--- src/rtl/uart_irq_pkg.sv ---
package uart_irq_pkg;

  typedef enum logic [3:0] {
    ID_MSI  = 4'b0000,
    ID_NONE = 4'b0001,
    ID_THRE = 4'b0010,
    ID_MM   = 4'b0011,
    ID_RDA  = 4'b0100,
    ID_RLS  = 4'b0110,
    ID_TO   = 4'b1100
  } irq_id_e;

  localparam int EN_RX = 0;
  localparam int EN_TX = 1;
  localparam int EN_LS = 2;
  localparam int EN_MS = 3;
  localparam int EN_MM = 4;
  localparam int EN_W  = 5;

  typedef struct packed {
    logic ls;
    logic rda;
    logic to;
    logic thre;
    logic ms;
    logic mm;
  } irq_src_t;

endpackage

--- src/rtl/uart_irq_timeout.sv ---
module uart_irq_timeout #(
  parameter int TO_CHARS = 4
) (
  input  logic clk,
  input  logic rst,
  input  logic rx_nempty,
  input  logic char_tick,
  input  logic rbr_rd,
  output logic to_pend
);
  localparam int CNT_W = $clog2(TO_CHARS + 1);
  localparam logic [CNT_W-1:0] LIMIT   = CNT_W'(TO_CHARS);
  localparam logic [CNT_W-1:0] LAST_CT = CNT_W'(TO_CHARS - 1);

  logic [CNT_W-1:0] cnt;

  always_ff @(posedge clk) begin
    if (rst) begin
      cnt     <= '0;
      to_pend <= 1'b0;
    end else begin
      if (rbr_rd || !rx_nempty)
        cnt <= '0;
      else if (char_tick && cnt != LIMIT)
        cnt <= cnt + 1'b1;

      if (rbr_rd)
        to_pend <= 1'b0;
      else if (rx_nempty && char_tick && cnt == LAST_CT)
        to_pend <= 1'b1;
    end
  end
endmodule

--- src/rtl/uart_irq_flag.sv ---
module uart_irq_flag #(
  parameter bit SET_WINS = 1'b1
) (
  input  logic clk,
  input  logic rst,
  input  logic set,
  input  logic clr,
  output logic q
);
  generate
    if (SET_WINS) begin : g_set_first
      always_ff @(posedge clk) begin
        if (rst)      q <= 1'b0;
        else if (set) q <= 1'b1;
        else if (clr) q <= 1'b0;
      end
    end else begin : g_clr_first
      always_ff @(posedge clk) begin
        if (rst)      q <= 1'b0;
        else if (clr) q <= 1'b0;
        else if (set) q <= 1'b1;
      end
    end
  endgenerate
endmodule

--- src/rtl/uart_irq_prio.sv ---
module uart_irq_prio
  import uart_irq_pkg::*;
(
  input  irq_src_t           src,
  input  logic [EN_W-1:0]    ier,
  output irq_id_e            code
);
  irq_src_t g;

  always_comb begin
    g.ls   = src.ls   & ier[EN_LS];
    g.rda  = src.rda  & ier[EN_RX];
    g.to   = src.to   & ier[EN_RX];
    g.thre = src.thre & ier[EN_TX];
    g.ms   = src.ms   & ier[EN_MS];
    g.mm   = src.mm   & ier[EN_MM];

    if (g.ls)        code = ID_RLS;
    else if (g.rda)  code = ID_RDA;
    else if (g.to)   code = ID_TO;
    else if (g.thre) code = ID_THRE;
    else if (g.ms)   code = ID_MSI;
    else if (g.mm)   code = ID_MM;
    else             code = ID_NONE;
  end
endmodule

--- src/rtl/uart_irq_ident.sv ---
module uart_irq_ident
  import uart_irq_pkg::*;
#(
  parameter int MM_W     = 5,
  parameter int TO_CHARS = 4
) (
  input  logic             clk,
  input  logic             rst,
  input  logic [4:0]       ier_i,
  input  logic             line_err_i,
  input  logic             rx_trig_i,
  input  logic             rx_nempty_i,
  input  logic             char_tick_i,
  input  logic             rbr_rd_i,
  input  logic             thr_empty_i,
  input  logic             thr_wr_i,
  input  logic             iir_rd_i,
  input  logic [3:0]       modem_delta_i,
  input  logic             msr_rd_i,
  input  logic [MM_W-1:0]  mm_flags_i,
  output logic [3:0]       iir_o,
  output logic             irq_o
);
  logic     thr_empty_q;
  logic     thre_q;
  logic     ms_q;
  logic     to_pend;
  irq_src_t src;
  irq_id_e  code;

  always_ff @(posedge clk) begin
    if (rst) thr_empty_q <= 1'b0;
    else     thr_empty_q <= thr_empty_i;
  end

  uart_irq_timeout #(.TO_CHARS(TO_CHARS)) u_timeout (
    .clk       (clk),
    .rst       (rst),
    .rx_nempty (rx_nempty_i),
    .char_tick (char_tick_i),
    .rbr_rd    (rbr_rd_i),
    .to_pend   (to_pend)
  );

  uart_irq_flag #(.SET_WINS(1'b0)) u_thre (
    .clk (clk),
    .rst (rst),
    .set (thr_empty_i && !thr_empty_q),
    .clr (thr_wr_i || (iir_rd_i && iir_o == ID_THRE)),
    .q   (thre_q)
  );

  uart_irq_flag #(.SET_WINS(1'b1)) u_modem (
    .clk (clk),
    .rst (rst),
    .set (|modem_delta_i),
    .clr (msr_rd_i),
    .q   (ms_q)
  );

  always_comb begin
    src.ls   = line_err_i;
    src.rda  = rx_trig_i;
    src.to   = to_pend;
    src.thre = thre_q;
    src.ms   = ms_q;
    src.mm   = |mm_flags_i;
  end

  uart_irq_prio u_prio (
    .src  (src),
    .ier  (ier_i),
    .code (code)
  );

  always_ff @(posedge clk) begin
    if (rst) begin
      iir_o <= ID_NONE;
      irq_o <= 1'b0;
    end else begin
      iir_o <= code;
      irq_o <= (code != ID_NONE);
    end
  end
endmodule

--- config.mk ---
export PLATFORM = sky130hd
export DESIGN_NAME = uart_irq_ident
export DESIGN_NICKNAME = d
export VERILOG_FILES = /design/src/rtl/uart_irq_pkg.sv /design/src/rtl/uart_irq_timeout.sv /design/src/rtl/uart_irq_flag.sv /design/src/rtl/uart_irq_prio.sv /design/src/rtl/uart_irq_ident.sv
export SDC_FILE = /design/constraint.sdc
export NUM_CORES = 1
export LEC_CHECK = 0
export BUFFER_PORTS_ARGS = -buffer_cell sky130_fd_sc_hd__buf_2
export CAP_MARGIN = 20
export CORE_AREA = 2 2 39 41
export DETAILED_ROUTE_END_ITERATION = 8
export DIE_AREA = 0 0 41 43
export GPL_ROUTABILITY_DRIVEN = 0
export PLACE_DENSITY_LB_ADDON = 0.2
export SLEW_MARGIN = 20
export SYNTH_ARGS = -nofsm -noshare
export SYNTH_HDL_FRONTEND = slang
export SYNTH_SLANG_ARGS = --single-unit
--- constraint.sdc ---
create_clock -name clk -period 1.4 [get_ports clk]
set_clock_uncertainty 0.05 [all_clocks]
set_input_delay 0.07 -clock clk [delete_from_list [all_inputs] [get_ports clk]]
set_output_delay 0.07 -clock clk [all_outputs]
set_load 0.005 [all_outputs]
==> run_results.csv <==
group,metric,value,unit
timing,setup_tns,0,ps
finish,final-seq-area,240,um2
grt,antenna_found_initial,0,
clock_network,path_clk_slew,70,ps
setup_path,slowest_delay,370,ps
place,postPlaceCellArea,669,um2
clock_network,h-tree-depth,1,
drt,dr.first_iter.drc_count,6,
grt,track_usage,16.5,%
drt,vias_per_cell,4.60,
synthesis,synth.distinct_cells,24,
clock_network,tritoncts,"built",
place,place_ws,137,ps
worst_hold_path,hp-class,"input pin to flip-flop",
clock_network,clk_latency,270,ps
finish,post-route-cell-area,806,um2
finish,multi_input_area,249,um2
finish,syn_to_final_growth,58.6,%
setup_path,cp_slowest_cell,"dfxtp_1",
grt,grt-ovfl-total,0,
timing,fmax,777,MHz
timing,finalCritPeriodShare,91.9,%
run,drv_cap,0,
setup_path,cp-end-kind,"flip-flop",
synthesis,yosysWarnings,0,
timing,rsz0062_at_grt,"false",
grt,grt_max_degree,11,
setup_path,required,1520,ps
grt,grt_pass1_wl,1.93,mm
synthesis,synth_edf_count,0,
timing,setup_viol,0,
setup_path,crit_top_cell,"nor2_1",
finish,mostFrequentLayoutCells,"buf_2 (29), dfxtp_1 (12), dlygate4sd3_1 (10)",
floorplan,initial_utilization,36.7,%
drt,drc,0,
timing,hold_ws,22.5,ps
power,irDropWorstVdd,563,uV
power,p_leak,0.372,nW
synthesis,ys_seq_area_share,47.3,%
setup_path,crit_path_start_kind,"flip-flop",
floorplan,pin_count,30,
timing,worst_slew_pin_slew,270,ps
floorplan,die_area,0.00176,mm2
clock_network,clock_path_buffers,2,
synthesis,synthArstFlopShare,0,%
drt,wl_per_cell,9.97,um
synthesis,avgSynthCellArea,8.91,um2
setup_path,crit_arrival,1410,ps
finish,diodes,0,
synthesis,synth-seq-cells,12,
drt,dr.pass1.iters,4,
timing,setup_ws,113,ps
setup_path,critPathKind,"flip-flop to flip-flop",
synthesis,ys.flop_type,"dfxtp_1",
timing,max_slew_margin,81.7,%
timing,drv_slew,0,
timing,hold_violations,0,
finish,final_nets,128,
drt,postRouteWirelength,1.15,mm
power,finalPower,743,uW
timing,finalCriticalPeriod,1290,ps
setup_path,cp_max_fo,3,
floorplan,die_w,41,um
floorplan,die_h,43,um
floorplan,core.rowCount,14,
clock_network,post_cts_buffers,0,
synthesis,syn_nets,85,
finish,drive_gt1_share,36.4,%
run_status,outcome,"completed",
drt,vias,529,
setup_path,worstPathCellList,"inv_1, ha_1, a21boi_1, nor2_1, a21oi_1, nor2_1",
finish,fin_cells,115,
finish,final_util,58.2,%
drt,antenna_left,0,
grt,grt_pass1_vias,484,
clock_network,numCtsBuffers,3,
place,io_buffers,29,
place,dp.cells,101,
power,power_density,922,mW/mm2
finish,fillers,131,
finish,final_common_cell,"buf_2",
clock_network,root_buffer,"clkbuf_4",
clock_network,cts.sinks,12,
synthesis,syn_inst,57,
floorplan,core-area,0.00138,mm2
synthesis,synth.cell_area,508,um2
-- per-layer routing --
metal	global-route usage [%]	wire [um]	up-vias
li1	-	-	283
met1	16.5	440	227
met2	27.8	602	16
met3	7.85	91	3
met4	6.00	10	0
met5	0	0	-
-- where the power goes --
part	switching, mW	internal (mW)	leakage, nW
logic	0.0398	0.0658	0.252
registers	0.00633	0.355	0.0988
clock network	0.117	0.158	0.0210
-- state kept, by name, indices dropped and copies added (netlist names) --
| signal | flops |
|---|---|
| u_timeout.cnt | 3 |
| u_timeout.to_pend | 1 |
| u_modem.q | 1 |
| thr_empty_q | 1 |
| irq_o | 1 |
| u_thre.q | 1 |
| iir_o | 4 |
-- cells in the mapped netlist, drive strengths merged, types with 2 or more instances --
cell	n	area, um2
a21oi	6	30.0
a31oi	2	12.5
dfxtp	12	240
ha	3	37.5
inv	4	15.0
nand2	4	15.0
nand2b	2	12.5
nor2	6	22.5
nor2b	2	12.5
o21ai	4	23.8
or2	2	12.5
-- area by class of cell --
class | instances | share of cell area (%)
repair buffers | 39 | 30.4
multi-input cells | 40 | 30.9
flip-flops and latches | 12 | 29.8
inverters | 4 | 1.86
clock buffers | 4 | 4.50
well taps | 16 | 2.48
-- worst paths after layout --
check,slack [ps],end,startpoint,cells past startpoint
worst max-delay path,110,u_timeout.cnt[1],u_timeout.cnt[0],6
worst min register to register,430,u_modem.q,u_modem.q,2
worst max register to register,110,u_timeout.cnt[1],u_timeout.cnt[0],6
worst min-delay path,20,irq_o,mm_flags_i[4],3
-- worst max-delay path: cells and delay by family, from the launching register on --
kind / cells / cell delay (ps)
simple gates: 2 / 120
fa+ha+maj: 1 / 200
flops: 1 / 370
buf+inv: 1 / 60
compound gates: 2 / 390
-- what timing repair did --
item / 4_1_cts / 5_1_grt
hold buffers: 10 / 0
resized for setup: 0 / 0
hold endpoints to repair: 5 / 0
-- kinds of logic (layout without fill, tap and decap cells) --
| logic type | after synthesis | count (layout) | share of synthesized area [%] |
|---|---|---|---|
| flip-flops | 12 | 12 | 47.3 |
| buffers and inverters | 5 | 47 | 3.69 |
| AO/OA/AOI/OAI | 14 | 14 | 16.3 |
| AND/OR/NAND/NOR | 22 | 22 | 23.6 |
| adder cells (fa/ha/maj) | 3 | 3 | 7.39 |
| XOR/XNOR | 1 | 1 | 1.72 |
No activity file was read; power rests on OpenSTA's default activity.
